===== config.mk =====
export PLATFORM = sky130hd
export DESIGN_NAME = fault_alert_gen
export DESIGN_NICKNAME = d
export VERILOG_FILES = /design/src/rtl/fault_alert_pkg.sv /design/src/rtl/fault_store.sv /design/src/rtl/alert_qualify.sv /design/src/rtl/fault_alert_gen.sv
export SDC_FILE = /design/constraint.sdc
export NUM_CORES = 1
export LEC_CHECK = 0
export ABC_CLOCK_PERIOD_IN_PS = 1800
export BUFFER_PORTS_ARGS = -buffer_cell sky130_fd_sc_hd__buf_2
export CAP_MARGIN = 0
export CORE_MARGIN = 1.5
export CORE_UTILIZATION = 39
export CTS_CLUSTER_DIAMETER = 50
export DETAILED_ROUTE_END_ITERATION = 10
export PLACE_DENSITY_LB_ADDON = 0.2
export SLEW_MARGIN = 20
export SYNTH_ARGS = -nofsm -noshare
export SYNTH_HDL_FRONTEND = slang
export SYNTH_SLANG_ARGS = --single-unit

===== constraint.sdc =====
create_clock -name clk -period 1.8 [get_ports clk]
set_clock_uncertainty 0.15 [all_clocks]
set_input_delay 0.09 -clock clk [delete_from_list [all_inputs] [get_ports clk]]
set_output_delay 0.09 -clock clk [all_outputs]
set_load 0.01 [all_outputs]

===== src/rtl/fault_alert_pkg.sv =====
package fault_alert_pkg;
    localparam int unsigned DEF_NUM_SUPPLY = 4;
    localparam int unsigned DEF_NUM_KIND   = 3;

    typedef enum logic [1:0] {
        KIND_UNDERVOLT = 2'd0,
        KIND_OVERCURR  = 2'd1,
        KIND_PWR_BAD   = 2'd2
    } fault_kind_e;
endpackage


===== src/rtl/fault_store.sv =====
module fault_store #(
    parameter int unsigned NUM_SUPPLY = 4,
    parameter int unsigned NUM_KIND   = 3,
    localparam int unsigned NUM_FLT   = NUM_SUPPLY * NUM_KIND
) (
    input  logic               clk,
    input  logic               rst_n,
    input  logic [NUM_FLT-1:0] det_i,
    input  logic [NUM_FLT-1:0] clr_i,
    output logic [NUM_FLT-1:0] flags_q_o,
    output logic [NUM_FLT-1:0] rise_o
);
    logic [NUM_FLT-1:0] flags_d, flags_q;

    always_comb begin
        // a detector request outranks a clear strobe
        flags_d = (flags_q & ~clr_i) | det_i;
    end

    always_ff @(posedge clk or negedge rst_n) begin
        if (!rst_n) flags_q <= '0;
        else        flags_q <= flags_d;
    end

    assign flags_q_o = flags_q;
    assign rise_o    = flags_d & ~flags_q;
endmodule


===== src/rtl/alert_qualify.sv =====
module alert_qualify #(
    parameter int unsigned NUM_SUPPLY = 4,
    parameter int unsigned NUM_KIND   = 3,
    localparam int unsigned NUM_FLT   = NUM_SUPPLY * NUM_KIND
) (
    input  logic [NUM_FLT-1:0]  flags_q_i,
    input  logic [NUM_FLT-1:0]  rise_i,
    input  logic [NUM_KIND-1:0] kind_en_i,
    output logic                hit_o
);
    logic [NUM_FLT-1:0] qual;

    for (genvar k = 0; k < NUM_KIND; k++) begin : g_kind
        logic [NUM_SUPPLY-1:0] kind_flags;
        assign kind_flags = flags_q_i[k*NUM_SUPPLY +: NUM_SUPPLY];
        for (genvar s = 0; s < NUM_SUPPLY; s++) begin : g_sup
            logic [NUM_SUPPLY-1:0] others;
            localparam int unsigned IDX = k * NUM_SUPPLY + s;
            assign others    = kind_flags & ~(NUM_SUPPLY'(1) << s);
            assign qual[IDX] = rise_i[IDX] & kind_en_i[k] & ~(|others);
        end
    end

    assign hit_o = |qual;
endmodule


===== src/rtl/fault_alert_gen.sv =====
module fault_alert_gen
    import fault_alert_pkg::*;
#(
    parameter int unsigned NUM_SUPPLY = DEF_NUM_SUPPLY,
    parameter int unsigned NUM_KIND   = DEF_NUM_KIND,
    localparam int unsigned NUM_FLT   = NUM_SUPPLY * NUM_KIND
) (
    input  logic                clk,
    input  logic                rst_n,
    input  logic [NUM_FLT-1:0]  fault_det,
    input  logic [NUM_FLT-1:0]  fault_clr,
    input  logic                en_we,
    input  logic [NUM_KIND-1:0] en_wdata,
    input  logic                st_we,
    input  logic                st_wdata,
    input  logic                arp_win,
    output logic [NUM_FLT-1:0]  fault_flags,
    output logic [NUM_KIND-1:0] alert_en,
    output logic                alert_status,
    output logic                alert_od_n
);
    typedef struct packed {
        logic [NUM_KIND-1:0] en;
        logic                status;
    } ctl_t;

    ctl_t ctl_d, ctl_q;
    logic [NUM_FLT-1:0] flags_q, rise;
    logic qual_hit, clr_req;

    fault_store #(.NUM_SUPPLY(NUM_SUPPLY), .NUM_KIND(NUM_KIND)) i_store (
        .clk      (clk),
        .rst_n    (rst_n),
        .det_i    (fault_det),
        .clr_i    (fault_clr),
        .flags_q_o(flags_q),
        .rise_o   (rise)
    );

    alert_qualify #(.NUM_SUPPLY(NUM_SUPPLY), .NUM_KIND(NUM_KIND)) i_qual (
        .flags_q_i(flags_q),
        .rise_i   (rise),
        .kind_en_i(ctl_q.en),
        .hit_o    (qual_hit)
    );

    always_comb begin
        ctl_d   = ctl_q;
        clr_req = (st_we && !st_wdata) || arp_win;
        if (en_we) ctl_d.en = en_wdata;
        // new qualifying fault outranks any clear
        if (qual_hit)     ctl_d.status = 1'b1;
        else if (clr_req) ctl_d.status = 1'b0;
    end

    always_ff @(posedge clk or negedge rst_n) begin
        if (!rst_n) ctl_q <= '0;
        else        ctl_q <= ctl_d;
    end

    assign fault_flags  = flags_q;
    assign alert_en     = ctl_q.en;
    assign alert_status = ctl_q.status;
    assign alert_od_n   = ~ctl_q.status;
endmodule


==> results of run 1 <==
routing by layer:
metal | vias up | GRT usage
li1 | 383 | -
met1 | 353 | 0.234
met2 | 30 | 0.397
met3 | 2 | 0.0238
met4 | 0 | 0.0686
met5 | - | 0
cells in the final DEF (no fill, tap or decap):
master,synthesis,final
a2111oi_4,1,3
a211oi_1,1,1
a21o_1,2,2
a21o_2,1,1
a21oi_1,6,6
a31oi_1,3,3
buf_2,0,49
buf_4,0,1
clkbuf_4,0,3
dfrtp_1,16,16
dlygate4sd3_1,0,28
inv_1,16,16
inv_2,1,1
mux2_1,3,3
nand2_1,2,2
nand3_1,1,1
nor2_1,2,2
nor2b_2,0,1
nor2b_4,2,2
nor4_1,2,2
or2_1,3,3
or4_4,0,1
stage by stage:
step           cell area [µm²]  hold WS, ps  utilization  std cells  power, W
4_1_cts                   1300         19.4        0.754        171  0.000781
5_1_grt                   1350         30.2        0.780        172  0.000838
3_5_place_dp               998         -131        0.578        140  0.000548
6_report                  1350         42.9        0.780        172  0.000793
3_3_place_gp               998         -127        0.578        140  0.000544
2_1_floorplan              722         -356            -         66  0.000466
final timing paths:
check | end | slack [ps] | cells past startpoint
setup / recovery | alert_status | 30 | 5
min in group asynchronous | i_store.flags_q_o[0] | 110 | 2
hold / removal | i_store.flags_q_o[8] | 40 | 3
max in group asynchronous | i_store.flags_q_o[3] | 1130 | 2
setup reg to reg | alert_status | 50 | 4
hold reg to reg | i_store.flags_q_o[8] | 520 | 2
area by class of cell:
class                           instances  area [µm²]  area share
Sequential cell                        16         400       0.297
Tap cell                               25        31.3      0.0232
Inverter                               17        63.8      0.0474
Clock buffer                            3        22.5      0.0167
Multi-Input combinational cell         33         295       0.219
Timing Repair Buffer                   78         533       0.396
logic make-up (layout without fill, tap and decap cells):
kind of cell,after synthesis,in the layout,synth area share
DFF,16,16,0.555
muxes,3,3,0.0468
and+or+nand+nor,14,14,0.128
AOI/OAI and AO/OA,16,16,0.182
buffers and inverters,17,98,0.0884
state kept, by name (all words and copies together), names as in the netlist:
signal             cells
alert_status           1
i_store.flags_q_o     12
alert_en               3
critical path: cells and delay by family:
family                 cells  cell delay [ps]
AOI/OAI and AO/OA          2              440
buffers and inverters      2              680
and+or+nand+nor            1              550
repair_timing:
item                                    in CTS  in global routing
endpoints found under the setup margin       0                  1
setup buffers                                0                  1
hold endpoints to repair                    31                  0
hold buffers                                28                  0
resized for setup                            0                  6
power groups by stage:
stage | sequential [W] | combinational, W | clock, W
floorplan | 0.000424 | 0.0000420 | 0
global placement | 0.000412 | 0.000132 | 0
detailed placement | 0.000413 | 0.000135 | 0
CTS | 0.000406 | 0.000190 | 0.000184
global route | 0.000412 | 0.000222 | 0.000205
finish | 0.000407 | 0.000205 | 0.000181
==> results.toml, run 1 <==
[sta]
period_minus_slack_ps = 1770
fmaxAchievable_mhz = 566
fin_ws_ps = 32.4
setup_viol = 0
tightestPinTransition_ps = 358
relSlewSlack = 0.761
tns_ps = 0
rsz0062_at_grt = "no"
final_max_slew_viol_count = 0
timing.final.hold_violations = 0
fin_crit_sh = 0.982

[final_layout]
drive_gt1_frac = 0.422
nNetsFinal = 182
area_delta_synth_final_pct = 86.5
antennaDiodeCount = 0
fillers = 129

[placement]
io_buffers = 49
dp_slack_ps = 110
gp_congestion = 0.758
dp_hpwl_um = 1330

[yosys]
ys_ff_latch = 16
synth_enable_flop_cells = 0
ys.flop_type = "dfrtp_1"
async_flop_share = 1.00
ys_top_cells_by_count = "dfrtp_1, inv_1, a21oi_1"
netlist_area_um2 = 722
syn_inst = 66
yosysUniqueCellTypes = 20
yosys.area.top_type = "dfrtp_1"
yosys_warnings = 0
avgSynthCellArea_um2 = 10.9
synth_top_area_frac = 0.555
synth_fp_nets = 99
seq_area_frac_synth = 0.555
netlist_top_cells_area = "dfrtp_1, inv_1, mux2_1"

[route]
wl_per_cell_um = 12.1
drt_iter0_drc = 8
antenna_left = 0
route.detailed.drc = 0
dr_total_vias = 768
dr.pass1.iters = 4
wl_met1_um = 869
top_layer_used = "met4"
wl_met2_um = 1100
wl_um = 2090
viasPerCell = 4.47
wl_met3_um = 102

[power_and_ir_drop]
power.leakage_nw = 0.667
power_density_nw_per_um2 = 589
p_comb_frac = 0.258
pwr-share-seq = 0.514
ir_worst_vdd_uv = 536
p_clk_frac = 0.228
p_sw_w = 0.000209
intPower_w = 0.000584
swShare = 0.264

[setup_path]
critPathKind = "input pin to flop"
worstSetupStartpoint = "fault_det[4]"
worstPathArrival_ps = 1770
end_kind = "flop"
slowest_stage = "or4_4"
cp_cell_sequence = "dlygate4sd3_1, buf_2, a2111oi_4, a31oi_1, or4_4"
r2r-start = "i_store.flags_q_o[5]"
start_kind = "input pin"
cp_data_required_time_ps = 1800
path_max_fanout = 2
slowest_delay_ps = 550

[die]
start_util = 0.418
dieWidth_um = 46.0
io_pins = 50
fp-row-count = 15
dieArea_um2 = 2120
core-area_um2 = 1730
fp.dieH_um = 46.0

[clocking]
cts_made_buffers = 3
cts_tree = "yes"
clk-insertion-delay-late_ps = 270
htree_levels = 1
cts-root-buf = "clkbuf_4"
clock_path_buffers = 2
clock_sinks = 16
clk_pin_slew_ps = 90

[worst_hold_path]
holdCritPathClass = "input pin to flop"
min-delay-start = "fault_clr[8]"

[global_routing]
grt_pass1_wl_um = 3050
grt_util_all_layers = 0.208
antenna_found_initial = 0
overflow = 0
grt_max_degree = 17
grt_pass1_vias = 752

[run_status]
status = "complete, no violations"

[job]
drv_cap = 0
(Power assumes the default switching activity.)
==> run 2, diff against run 1 <==
- CORE_UTILIZATION: 39 -> 41
- CTS_BUF_LIST: default -> sky130_fd_sc_hd__clkbuf_2 sky130_fd_sc_hd__clkbuf_4 sky130_fd_sc_hd__clkbuf_8
==> run 2 against run 1 <==
Compared with the run above: total power shrank 0.31%; count of clock-buffer cells in the layout is the same; hold slack lost 14 ps; largest power group unchanged; cell count shrank 6.4%; highest routed layer unchanged; via count grew 1.7%; setup slack gained 58 ps; clock power grew 2%; global-route usage grew 2.0 points; sequential power is essentially flat.
==> results.toml, run 2 (synthesis gave the netlist of run 1 again) <==
[power_and_ir_drop]
power_density_nw_per_um2 = 603
p_clk_frac = 0.234
p_comb_frac = 0.250
intPower_w = 0.000581
power.leakage_nw = 0.665
swShare = 0.266
p_sw_w = 0.000210
ir_worst_vdd_uv = 466
pwr-share-seq = 0.515

[sta]
rsz0062_at_grt = "no"
final_max_slew_viol_count = 0
fin_crit_sh = 0.950
setup_viol = 0
timing.final.hold_violations = 0
tightestPinTransition_ps = 358
fin_ws_ps = 90.0
fmaxAchievable_mhz = 585
relSlewSlack = 0.761
period_minus_slack_ps = 1710
tns_ps = 0

[global_routing]
grt_pass1_vias = 788
grt_util_all_layers = 0.229
use_met1 = 0.255
busiest_layer = "met2"
antenna_found_initial = 0
use_met3 = 0.0240
grt_pass1_wl_um = 3260
grt_util_met2 = 0.429
overflow = 0
grt_max_degree = 17

[clocking]
clock_sinks = 16
htree_levels = 1
clock_path_buffers = 2
cts-root-buf = "clkbuf_4"
cts_tree = "yes"
cts_made_buffers = 3
clk-insertion-delay-late_ps = 280
post_cts_buffers = 0
clk_pin_slew_ps = 90

[final_layout]
fillers = 94
layout_commonest_cell = "buf_2"
final_cell_mix = "buf_2, dlygate4sd3_1, inv_1, dfrtp_1, a21oi_1"
drive_gt1_frac = 0.407
stdcell_area_um2 = 1310
largest_register_ff_count = 12
multi_input_area_um2 = 284
nNetsFinal = 180
area_delta_synth_final_pct = 81.6
antennaDiodeCount = 0
seq_area_um2 = 400

[die]
fp.dieH_um = 45.0
io_pins = 50
dieWidth_um = 45.0
start_util = 0.458
core-area_um2 = 1580
fp-row-count = 14
dieArea_um2 = 2020

[placement]
dp_slack_ps = 88.4
gp_congestion = 0.729
placed_cell_area_um2 = 987
io_buffers = 49
dp_hpwl_um = 1280

[setup_path]
worstPathArrival_ps = 1720
r2r-start = "i_store.flags_q_o[8]"
end_kind = "flop"
path_max_fanout = 3
crit_buf_inv = 0
r2r_end = "alert_status"
cp_data_required_time_ps = 1810
r2r_setup_slack_ps = 90
start_kind = "flop"
slowest_delay_ps = 500
cp_cell_sequence = "nor2b_4, a2111oi_2, a31oi_1, or4_1"
cp_top_family = "simple AND/OR/NAND/NOR gates"
critPathKind = "flop to flop"
worstRegToRegCells = 4
slowest_stage = "or4_1"

[route]
viasPerCell = 4.85
route.detailed.drc = 0
antenna_left = 0
wl_um = 2000
dr.pass1.iters = 4
dr_total_vias = 781
wl_per_cell_um = 12.4
drt_iter0_drc = 15

[run_status]
status = "complete, no violations"

[worst_hold_path]
hold_path_end = "i_store.flags_q_o[8]"
hold_path_depth = 3
min-delay-start = "fault_clr[8]"
holdCritPathClass = "input pin to flop"

[job]
drv_cap = 0
==> run 2: changes by cell type in the layout (fill, tap and decap cells not counted) <==
| cell | before | now |
|---|---|---|
| a2111oi_2 | 0 | 1 |
| nor2b_4 | 2 | 3 |
| nor2b_2 | 1 | 0 |
| buf_4 | 1 | 0 |
| a2111oi_4 | 3 | 2 |
| or4_4 | 1 | 0 |
| buf_2 | 49 | 48 |
| or4_1 | 0 | 1 |
==> run 2: worst min-delay path, stage by stage <==
cell     delay, ps
buf_2          110
nor2b_4        110
or2_1          110
==> run 2: power groups by stage <==
stage               clock, W  sequential (W)  combinational [W]
floorplan                  0        0.000424          0.0000420
global placement           0        0.000412           0.000132
detailed placement         0        0.000413           0.000134
CTS                 0.000192        0.000406           0.000190
global route        0.000215        0.000411           0.000216
finish              0.000185        0.000407           0.000198
==> run 2: per-stage QoR <==
step | util | instances | hold WS, ps | power (W)
floorplan | - | 66 | -356 | 0.000466
finish | 0.832 | 161 | 29.2 | 0.000791
CTS | 0.818 | 162 | 5.69 | 0.000787
global route | 0.832 | 161 | 15.6 | 0.000842
global placement | 0.626 | 131 | -130 | 0.000543
detailed placement | 0.626 | 131 | -126 | 0.000547
==> run 2: layout make-up <==
| type | instances | share of cell area |
|---|---|---|
| Timing Repair Buffer | 76 | 0.397 |
| Tap cell | 16 | 0.0153 |
| Inverter | 17 | 0.0487 |
| Clock buffer | 3 | 0.0172 |
| Sequential cell | 16 | 0.305 |
| Multi-Input combinational cell | 33 | 0.217 |
==> run 2: how the worst max path moves through the flow <==
| stage | start | to | slack (ps) | depth (start not counted) |
|---|---|---|---|---|
| 4_1_cts | i_store.flags_q_o[1] | alert_status | 80 | 4 |
| 6_report | i_store.flags_q_o[8] | alert_status | 90 | 4 |
| 2_1_floorplan | i_store.flags_q_o[5] | alert_status | 120 | 4 |
| 5_1_grt | i_store.flags_q_o[8] | alert_status | 3 | 4 |
| 3_3_place_gp | i_store.flags_q_o[8] | alert_status | 130 | 4 |
| 3_5_place_dp | i_store.flags_q_o[1] | alert_status | 90 | 4 |
==> run 2: layer usage <==
| layer | vias to the layer above | routed length, µm |
|---|---|---|
| met2 | 31 | 1110 |
| met4 | 0 | 10 |
| met3 | 2 | 114 |
| met1 | 370 | 764 |
| li1 | 378 | - |
| met5 | - | 0 |
==> run 2: timing repair <==
item | 4_1_cts | 5_1_grt
hold buffers | 28 | 0
endpoints found under the hold margin | 31 | 0
setup endpoints to repair | 0 | 1
gates resized for setup | 0 | 5
